$ cat config.mk
export PLATFORM = sky130hd
export DESIGN_NAME = byte_serdes_lb
export DESIGN_NICKNAME = d
export VERILOG_FILES = /design/src/rtl/lb_pkg.sv /design/src/rtl/lb_path_sel.sv /design/src/rtl/lb_tx_ser.sv /design/src/rtl/lb_rx_deser.sv /design/src/rtl/byte_serdes_lb.sv
export SDC_FILE = /design/constraint.sdc
export NUM_CORES = 1
export LEC_CHECK = 0
export BUFFER_PORTS_ARGS = -buffer_cell sky130_fd_sc_hd__buf_4
export CAP_MARGIN = 20
export CELL_PAD_IN_SITES_DETAIL_PLACEMENT = 1
export CELL_PAD_IN_SITES_GLOBAL_PLACEMENT = 1
export CORE_MARGIN = 2
export CORE_UTILIZATION = 42
export CTS_BUF_LIST = sky130_fd_sc_hd__clkbuf_8
export CTS_CLUSTER_DIAMETER = 200
export DETAILED_ROUTE_END_ITERATION = 6
export PLACE_DENSITY_LB_ADDON = 0.15
export SYNTH_ARGS = -nofsm -noshare
export SYNTH_HDL_FRONTEND = slang
export SYNTH_SLANG_ARGS = --single-unit
$ cat constraint.sdc
create_clock -name clk -period 1.75 [get_ports clk]
set_input_delay 0.35 -clock clk [delete_from_list [all_inputs] [get_ports clk]]
set_output_delay 0.35 -clock clk [all_outputs]
set_load 0.01 [all_outputs]
$ cat src/rtl/lb_pkg.sv
package lb_pkg;
  typedef struct packed {
    logic lt;
    logic eq;
    logic fac;
  } lb_mode_t;

  function automatic logic half_high(input int unsigned phase, input int unsigned width);
    return (phase >= (width / 2));
  endfunction
endpackage

$ cat src/rtl/lb_path_sel.sv
module lb_path_sel
  import lb_pkg::*;
(
  input  lb_mode_t mode,
  input  logic     ref_tick,
  input  logic     rx_tick,
  input  logic     rx_sdi,
  input  logic     tx_bit,
  output logic     tx_step,
  output logic     rx_step,
  output logic     rx_din
);
  // Loop timing puts the transmit side onto recovered timing.
  always_comb tx_step = mode.lt ? rx_tick : ref_tick;
  // Equipment loopback makes the deserializer follow the transmit stream.
  always_comb rx_step = mode.eq ? tx_step : rx_tick;
  always_comb rx_din  = mode.eq ? tx_bit  : rx_sdi;
endmodule

$ cat src/rtl/lb_tx_ser.sv
module lb_tx_ser #(
  parameter int W = 8
) (
  input  logic         clk,
  input  logic         rst,
  input  logic         step,
  input  logic [W-1:0] par_in,
  input  logic         fac,
  input  logic         fac_step,
  input  logic         fac_bit,
  output logic         bit_cur,
  output logic         sdo,
  output logic         byte_clk
);
  localparam int CW = (W > 1) ? $clog2(W) : 1;
  localparam logic [CW-1:0] LAST = CW'(W - 1);

  logic [CW-1:0] cnt, cnt_nxt;
  logic [W-1:0]  sh;
  logic          nbit;

  always_comb begin
    nbit    = (cnt == '0) ? par_in[W-1] : sh[W-1];
    cnt_nxt = (cnt == LAST) ? '0 : cnt + 1'b1;
  end

  always_ff @(posedge clk) begin
    if (rst) begin
      cnt      <= '0;
      sh       <= '0;
      bit_cur  <= 1'b0;
      sdo      <= 1'b0;
      byte_clk <= 1'b0;
    end else begin
      if (step) begin
        bit_cur  <= nbit;
        sh       <= ((cnt == '0) ? par_in : sh) << 1;
        cnt      <= cnt_nxt;
        byte_clk <= lb_pkg::half_high(int'(cnt_nxt), W);
      end
      if (fac) begin
        if (fac_step) sdo <= fac_bit;
      end else if (step) begin
        sdo <= nbit;
      end
    end
  end

  assert_load_msb_R2: assert property (@(posedge clk) disable iff (rst)
    (step && cnt == '0) |=> (bit_cur == $past(par_in[W-1])));
  assert_fac_pass_R8: assert property (@(posedge clk) disable iff (rst)
    (fac && fac_step) |=> (sdo == $past(fac_bit)));
  assert_bclk_step_R3: assert property (@(posedge clk) disable iff (rst)
    (!step) |=> $stable(byte_clk));
endmodule

$ cat src/rtl/lb_rx_deser.sv
module lb_rx_deser #(
  parameter int W = 8
) (
  input  logic         clk,
  input  logic         rst,
  input  logic         step,
  input  logic         din,
  input  logic         align,
  output logic [W-1:0] byte_out,
  output logic         valid,
  output logic         byte_clk
);
  localparam int CW = (W > 1) ? $clog2(W) : 1;
  localparam logic [CW-1:0] LAST = CW'(W - 1);

  logic [CW-1:0] cnt, cnt_nxt;
  logic [W-1:0]  sh, sh_nxt;

  always_comb begin
    sh_nxt  = {sh[W-2:0], din};
    cnt_nxt = (cnt == LAST) ? '0 : cnt + 1'b1;
  end

  always_ff @(posedge clk) begin
    if (rst) begin
      cnt      <= '0;
      sh       <= '0;
      byte_out <= '0;
      valid    <= 1'b0;
      byte_clk <= 1'b0;
    end else begin
      valid <= 1'b0;
      if (align) begin
        cnt      <= '0;
        sh       <= '0;
        byte_clk <= 1'b0;
      end else if (step) begin
        sh       <= sh_nxt;
        cnt      <= cnt_nxt;
        byte_clk <= lb_pkg::half_high(int'(cnt_nxt), W);
        if (cnt == LAST) begin
          byte_out <= sh_nxt;
          valid    <= 1'b1;
        end
      end
    end
  end

  assert_align_clear_R6: assert property (@(posedge clk) disable iff (rst)
    align |=> (cnt == '0 && !valid && !byte_clk));
  assert_valid_pulse_R4: assert property (@(posedge clk) disable iff (rst)
    valid |=> !valid);
  assert_valid_wrap_R4: assert property (@(posedge clk) disable iff (rst)
    valid |-> (cnt == '0 && !byte_clk));
endmodule

$ cat src/rtl/byte_serdes_lb.sv
module byte_serdes_lb
  import lb_pkg::*;
#(
  parameter int W = 8
) (
  input  logic         clk,
  input  logic         rst,
  input  logic         ref_tick,
  input  logic         rx_tick,
  input  logic         loop_timing,
  input  logic         eq_loop,
  input  logic         fac_loop,
  input  logic [W-1:0] tx_byte,
  input  logic         rx_sdi,
  input  logic         rx_align,
  output logic         tx_sdo,
  output logic         tx_byte_clk,
  output logic [W-1:0] rx_byte,
  output logic         rx_byte_valid,
  output logic         rx_byte_clk
);
  lb_mode_t mode;
  logic tx_step, rx_step, rx_din, tx_bit;

  always_comb begin
    mode.lt  = loop_timing;
    mode.eq  = eq_loop;
    mode.fac = fac_loop;
  end

  lb_path_sel u_sel (
    .mode(mode), .ref_tick(ref_tick), .rx_tick(rx_tick), .rx_sdi(rx_sdi),
    .tx_bit(tx_bit), .tx_step(tx_step), .rx_step(rx_step), .rx_din(rx_din)
  );

  lb_tx_ser #(.W(W)) u_tx (
    .clk(clk), .rst(rst), .step(tx_step), .par_in(tx_byte),
    .fac(fac_loop), .fac_step(rx_tick), .fac_bit(rx_sdi),
    .bit_cur(tx_bit), .sdo(tx_sdo), .byte_clk(tx_byte_clk)
  );

  lb_rx_deser #(.W(W)) u_rx (
    .clk(clk), .rst(rst), .step(rx_step), .din(rx_din), .align(rx_align),
    .byte_out(rx_byte), .valid(rx_byte_valid), .byte_clk(rx_byte_clk)
  );

  // in split mode the line output follows the line input only.
  assert_split_cut_R9: assert property (@(posedge clk) disable iff (rst)
    (eq_loop && fac_loop && !rx_tick) |=> $stable(tx_sdo));
  // under loop timing nothing moves on the transmit side without rx_tick.
  assert_loop_time_R10: assert property (@(posedge clk) disable iff (rst)
    (loop_timing && !rx_tick) |=> $stable(tx_byte_clk));
endmodule

==> results of run 1 <==
==> worst paths after layout <==
check,endpoint,slack [ns],cells after the start
max,u_rx.byte_out[6]$_SDFFE_PP0P_,0.20,6
min,u_rx.valid$_SDFF_PP0_,0.33,2
max reg2reg,u_rx.byte_out[6]$_SDFFE_PP0P_,0.20,6
min reg2reg,u_rx.byte_out[1]$_SDFFE_PP0P_,0.46,2
==> layout by cell type, fill, tap and decap left out, types with 3 or more instances in the layout <==
master / netlist / final
a211oi_1: 9 / 9
a21oi_1: 5 / 5
a31o_2: 3 / 3
buf_4: 1 / 33
clkbuf_8: 0 / 5
dfxtp_1: 31 / 31
ha_1: 5 / 5
inv_1: 5 / 6
mux2i_1: 19 / 19
nand2_1: 12 / 12
nor2_1: 16 / 16
o311a_1: 5 / 5
==> power breakdown <==
part	internal [mW]	switching [mW]	total (mW)
Sequential	0.733	0.0168	0.750
Clock	0.258	0.236	0.494
Combinational	0.0960	0.105	0.201
==> metrics by stage <==
| step | hold WS (ns) | utilization, % | cell area (um2) | std cells |
|---|---|---|---|---|
| after floorplan | 0.423 | - | 1330 | 134 |
| after global placement | 0.440 | 53.8 | 1630 | 206 |
| after detailed placement | 0.456 | 53.8 | 1630 | 206 |
| after CTS | 0.318 | 56.2 | 1700 | 212 |
| after global routing | 0.330 | 56.3 | 1700 | 212 |
| final | 0.332 | 56.3 | 1700 | 212 |
==> flip-flops by register name, summed over array words and instances, names as in the netlist <==
register	count
u_rx.valid	1
u_rx.sh	7
u_rx.byte_out	8
u_tx.sdo	1
u_tx.cnt	3
u_tx.bit_cur	1
u_tx.sh	7
u_rx.cnt	3
==> metal layers <==
metal / GRT usage (%) / routed length, um / part of all wire, %
met1: 23.6 / 1390 / 43
met2: 33.4 / 1640 / 50
met3: 7.68 / 190 / 5.8
met4: 9.52 / 44 / 1.3
met5: 0 / 0 / 0
==> kinds of logic after synthesis <==
group,Yosys count
simple gates,36
flops,31
compound gates,28
mux,22
buf+inv,12
fa+ha+maj,5
==> critical path, stage by stage, from the launching register on <==
cell	delay, ns
dfxtp_1	0.32
ha_1	0.20
ha_1	0.21
inv_1	0.23
nor3_2	0.10
buf_4	0.16
a31o_2	0.24
==> cell type report <==
cell class                      instances  area (um2)
Fill cell                             362        1320
Multi-Input combinational cell         91         666
Sequential cell                        31         621
Timing Repair Buffer                   34         268
Clock buffer                            5        68.8
Tap cell                               44        55.1
Inverter                                6        22.5
Clock inverter                          1        3.75
==> what timing repair did <==
item                       CTS  global route
gates resized for setup      0             1
setup endpoints to repair    0             1
setup buffers                0             0
hold buffers                 0             0
==> run summary, run 1 <==
Residual DRC -> 0
simple logic cell fraction of the synthesized area -> 12.0%
Max VDD drop -> 0.000463 V
cell taking the most area after synthesis -> dfxtp_1
Synth Cell Area -> 1330 um2
mux share of post-synthesis cell area -> 17.0%
syn avg cell area -> 9.95 um2
critical path data required time -> 1.92 ns
RD Place Congestion -> 0.773
top cells by area, synth -> dfxtp_1 (47%), mux2i_1 (14%), a211oi_1 (5.1%)
DP Worst Slack -> 0.101 ns
P&R area growth vs syn -> 27.8%
Synth Net Count -> 156
CP startpoint -> u_rx.cnt[0]$_SDFFE_PP0P_
xor and xnor fraction of the mapped netlist area -> 0%
CP startpoint kind -> flip-flop
Leak -> 0.758 nW
crit-path max FO -> 7
grt total ovfl -> 0
Die Ht -> 60.4 um
Die Width -> 60.4 um
CTS Buf Count -> 5
commonest cells in the netlist -> dfxtp_1 (31), mux2i_1 (19), nor2_1 (16), nand2_1 (12), a211oi_1 (9)
Synth Area in Compound Gates -> 16.0%
share of cells above drive strength 1 -> 28.6%
Cell Pwr Density -> 848 nW/um2
final hold violations -> 0
Most used DFF post-synth -> dfxtp_1
Final Critical Period -> 1.55 ns
beginning of the worst hold path -> rx_align
H-Tree Depth -> 2
Die ar. -> 3640 um2
Post-Syn Instances -> 134
FFs w/ async S/R, synth -> 0%
row count -> 20
first-pass GRT wire length -> 5.24 mm
Yosys warning total -> 0
Synth top area share -> 46.5%
Vias/cell -> 5.25
worst reg2reg startpoint -> u_rx.cnt[0]$_SDFFE_PP0P_
# setup viols final -> 0
sequential share of the synthesized area -> 46.5%
Total Nets Final -> 191
Design Power -> 1.45 mW
Initial Util -> 44.0%
number of synthesized flops with an enable pin -> 0
run status -> finished, final reports clean
Post-DP HPWL -> 2.43 mm
critical path arrival -> 1.73 ns
vias in the first global route -> 1124
cell with the most instances after synthesis -> dfxtp_1
clk sink count -> 31
largest net degree at the start of global routing -> 18
routed length per instance -> 15.4 um
Final ANT Viol Nets -> 0
slew margin rel. -> 64.5%
Crit Path Class -> flip-flop to flip-flop
CTS root buffer -> clkbuf_8
Synth cell types -> 28
port buffer count -> 28
setup slack after layout -> 0.196 ns
antenna cells -> 0
Worst Clk Skew -> 0.00272 ns
Worst Tran Pin Value -> 0.517 ns
Pre-antenna DRT Iters -> 4
# IOs -> 29
maximum root-to-sink buffer count -> 2
Tightest Hold Check Type -> primary input to flip-flop
main combinational cell family by area after synthesis -> multiplexers
Slew Limit Fails -> 0
unrepaired setup endpoints after global routing -> no
antenna violations before repair -> 0
Critical Path Sink Type -> flip-flop
Fmax -> 0.643 GHz
Routed WL -> 3.26 mm
Post-Synth Adder-Cell Area -> 4.69%
clock latency on the worst-skew pair -> 0.28 ns
Final Cycle Share -> 88.8%
CORE AREA -> 3030 um2
TritonCTS clock tree -> done
clock-pin transition on the worst setup and hold timing paths -> 0.06 ns
via count -> 1112
GR Util All Layers -> 20.4%
max-cap violations -> 0
setup tns final -> 0 ns
Starting DRT DRC Count -> 24
Yosys reg bits -> 31
Power figures use the tool's default switching activity.
==> inputs of run 2 (changes only) <==
Settings changed: PLACE_DENSITY from default to 0.84, PLACE_DENSITY_LB_ADDON 0.15 to default.
==> run summary, run 2 (synthesis gave the netlist of run 1 again) <==
biggest regs -> u_rx.byte_out x8, u_rx.sh x7, u_tx.sh x7 (unchanged)
Max VDD drop -> 0.000452 V (was 0.000463 V)
clock latency on the worst-skew pair -> 0.28 ns (about the same)
CP cell instances -> ha_1, ha_1, inv_1, nor3_2, buf_4, a31o_2 (unchanged)
Die Ht -> 60.4 um (unchanged)
clk sink count -> 31 (unchanged)
Pre-antenna DRT Iters -> 4 (unchanged)
Die ar. -> 3640 um2 (unchanged)
TritonCTS clock tree -> done (unchanged)
CP startpoint kind -> flip-flop (unchanged)
most common cell after layout, fill and taps aside -> buf_4 (unchanged)
Critical Path Max Stage Delay -> 0.32 ns (about the same)
Tightest Hold Check Type -> primary input to flip-flop (unchanged)
GR Util All Layers -> 19.0% (was 20.4%)
Placed Area -> 1620 um2 (was 1630 um2)
Total Nets Final -> 190 (was 191)
CORE AREA -> 3030 um2 (unchanged)
Die Width -> 60.4 um (unchanged)
final hold violations -> 0 (unchanged)
Worst Clk Skew -> 0.00413 ns (was 0.00272 ns)
port buffer count -> 28 (unchanged)
setup slack after layout -> 0.179 ns (was 0.196 ns)
crit-path max FO -> 7 (unchanged)
Reg with most FFs -> u_rx.byte_out (unchanged)
vias in the first global route -> 1152 (was 1124)
antenna violations before repair -> 0 (unchanged)
most frequent cells in the layout -> buf_4 (32), dfxtp_1 (31), mux2i_1 (19) (was buf_4 (33), dfxtp_1 (31), mux2i_1 (19))
Leak -> 0.760 nW (was 0.758 nW)
clock-pin transition on the worst setup and hold timing paths -> 0.06 ns (about the same)
Worst Tran Pin Value -> 0.456 ns (was 0.517 ns)
Setup Buffers After CTS -> 0 (unchanged)
maximum root-to-sink buffer count -> 2 (unchanged)
Most Frequent Cell on Critical Path -> ha_1 (unchanged)
H-Tree Depth -> 2 (unchanged)
CTS Buf Count -> 5 (unchanged)
Initial Util -> 44.0% (unchanged)
Critical Path Sink Type -> flip-flop (unchanged)
max-cap violations -> 0 (unchanged)
CTS root buffer -> clkbuf_8 (unchanged)
Starting DRT DRC Count -> 25 (was 24)
# setup viols final -> 0 (unchanged)
Final Cell Area -> 1700 um2 (about the same)
Final ANT Viol Nets -> 0 (unchanged)
Vias/cell -> 5.15 (was 5.25)
Routed WL -> 3.06 mm (was 3.26 mm)
routed length per instance -> 14.4 um (was 15.4 um)
Final Cycle Share -> 89.8% (was 88.8%)
Fmax -> 0.636 GHz (was 0.643 GHz)
antenna cells -> 0 (unchanged)
DP Worst Slack -> 0.102 ns (was 0.101 ns)
Cell Pwr Density -> 860 nW/um2 (was 848 nW/um2)
Crit Path Class -> flip-flop to flip-flop (unchanged)
grt total ovfl -> 0 (unchanged)
P&R area growth vs syn -> 27.7% (was 27.8%)
Post-CTS Resized -> 0 (unchanged)
Residual DRC -> 0 (unchanged)
Critical-path top delay cell -> dfxtp_1 (unchanged)
# IOs -> 29 (unchanged)
via count -> 1098 (was 1112)
critical path arrival -> 1.74 ns (was 1.73 ns)
Slew Limit Fails -> 0 (unchanged)
RD Place Congestion -> 0.761 (was 0.773)
setup tns final -> 0 ns (unchanged)
row count -> 20 (unchanged)
max reg flops -> 8 (unchanged)
slew margin rel. -> 68.7% (was 64.5%)
Fin Hold WS -> 0.314 ns (was 0.332 ns)
share of cells above drive strength 1 -> 27.8% (was 28.6%)
Post-DP HPWL -> 2.29 mm (was 2.43 mm)
Final Critical Period -> 1.57 ns (was 1.55 ns)
critical path data required time -> 1.92 ns (about the same)
first-pass GRT wire length -> 5.06 mm (was 5.24 mm)
run status -> finished, final reports clean (unchanged)
unrepaired setup endpoints after global routing -> no (unchanged)
largest net degree at the start of global routing -> 18 (unchanged)
CTS Hold Bufs -> 0 (unchanged)
==> run 2: cell types whose count changed in the layout (fill, tap and decap cells not counted), sizes merged <==
cell,delta
clkinv,+1
buf,-1
inv,+1
==> run 2: worst max-delay path: cells and delay by family, from the launching register on <==
kind,cells,cell delay [ns]
buffers and inverters,2,0.39
AO/OA/AOI/OAI,1,0.24
AND/OR/NAND/NOR,1,0.09
adder cells (fa/ha/maj),2,0.42
flip-flops,1,0.32
==> run 2: path summary, 6_finish.rpt <==
kind / end / slack [ns] / from / cells past startpoint
max: u_rx.byte_out[6]$_SDFFE_PP0P_ / 0.18 / u_rx.cnt[0]$_SDFFE_PP0P_ / 6
min: u_rx.valid$_SDFF_PP0_ / 0.31 / rx_align / 2
max reg2reg: u_rx.byte_out[6]$_SDFFE_PP0P_ / 0.18 / u_rx.cnt[0]$_SDFFE_PP0P_ / 6
min reg2reg: u_rx.byte_out[1]$_SDFFE_PP0P_ / 0.47 / u_rx.byte_out[1]$_SDFFE_PP0P_ / 2
==> run 2: metrics by stage <==
stage,cells,util [%],total power [mW]
global placement,205,53.6,0.952
CTS,213,56.2,1.49
global route,213,56.2,1.54
floorplan,134,-,0.884
detailed placement,205,53.6,0.962
finish,213,56.2,1.46
==> run 2: power breakdown <==
part           leakage (nW)  total (mW)  internal, mW  switching, mW
sequential            0.252       0.751         0.733         0.0175
combinational         0.457       0.196        0.0948          0.101
clock                0.0505       0.518         0.267          0.252
==> run 2: metal layers <==
layer | track usage [%] | part of all wire [%]
met1 | 22.6 | 45
met2 | 32.0 | 48
met4 | 9.52 | 1.9
met3 | 4.69 | 4.8
met5 | 0 | 0
==> run 2: area by class of cell <==
cell class | instances | area, um2
Fill cell | 353 | 1330
Clock buffer | 5 | 68.8
Sequential cell | 31 | 621
Clock inverter | 3 | 12.5
Multi-Input combinational cell | 91 | 663
Tap cell | 44 | 55.1
Timing Repair Buffer | 33 | 260
Inverter | 6 | 22.5
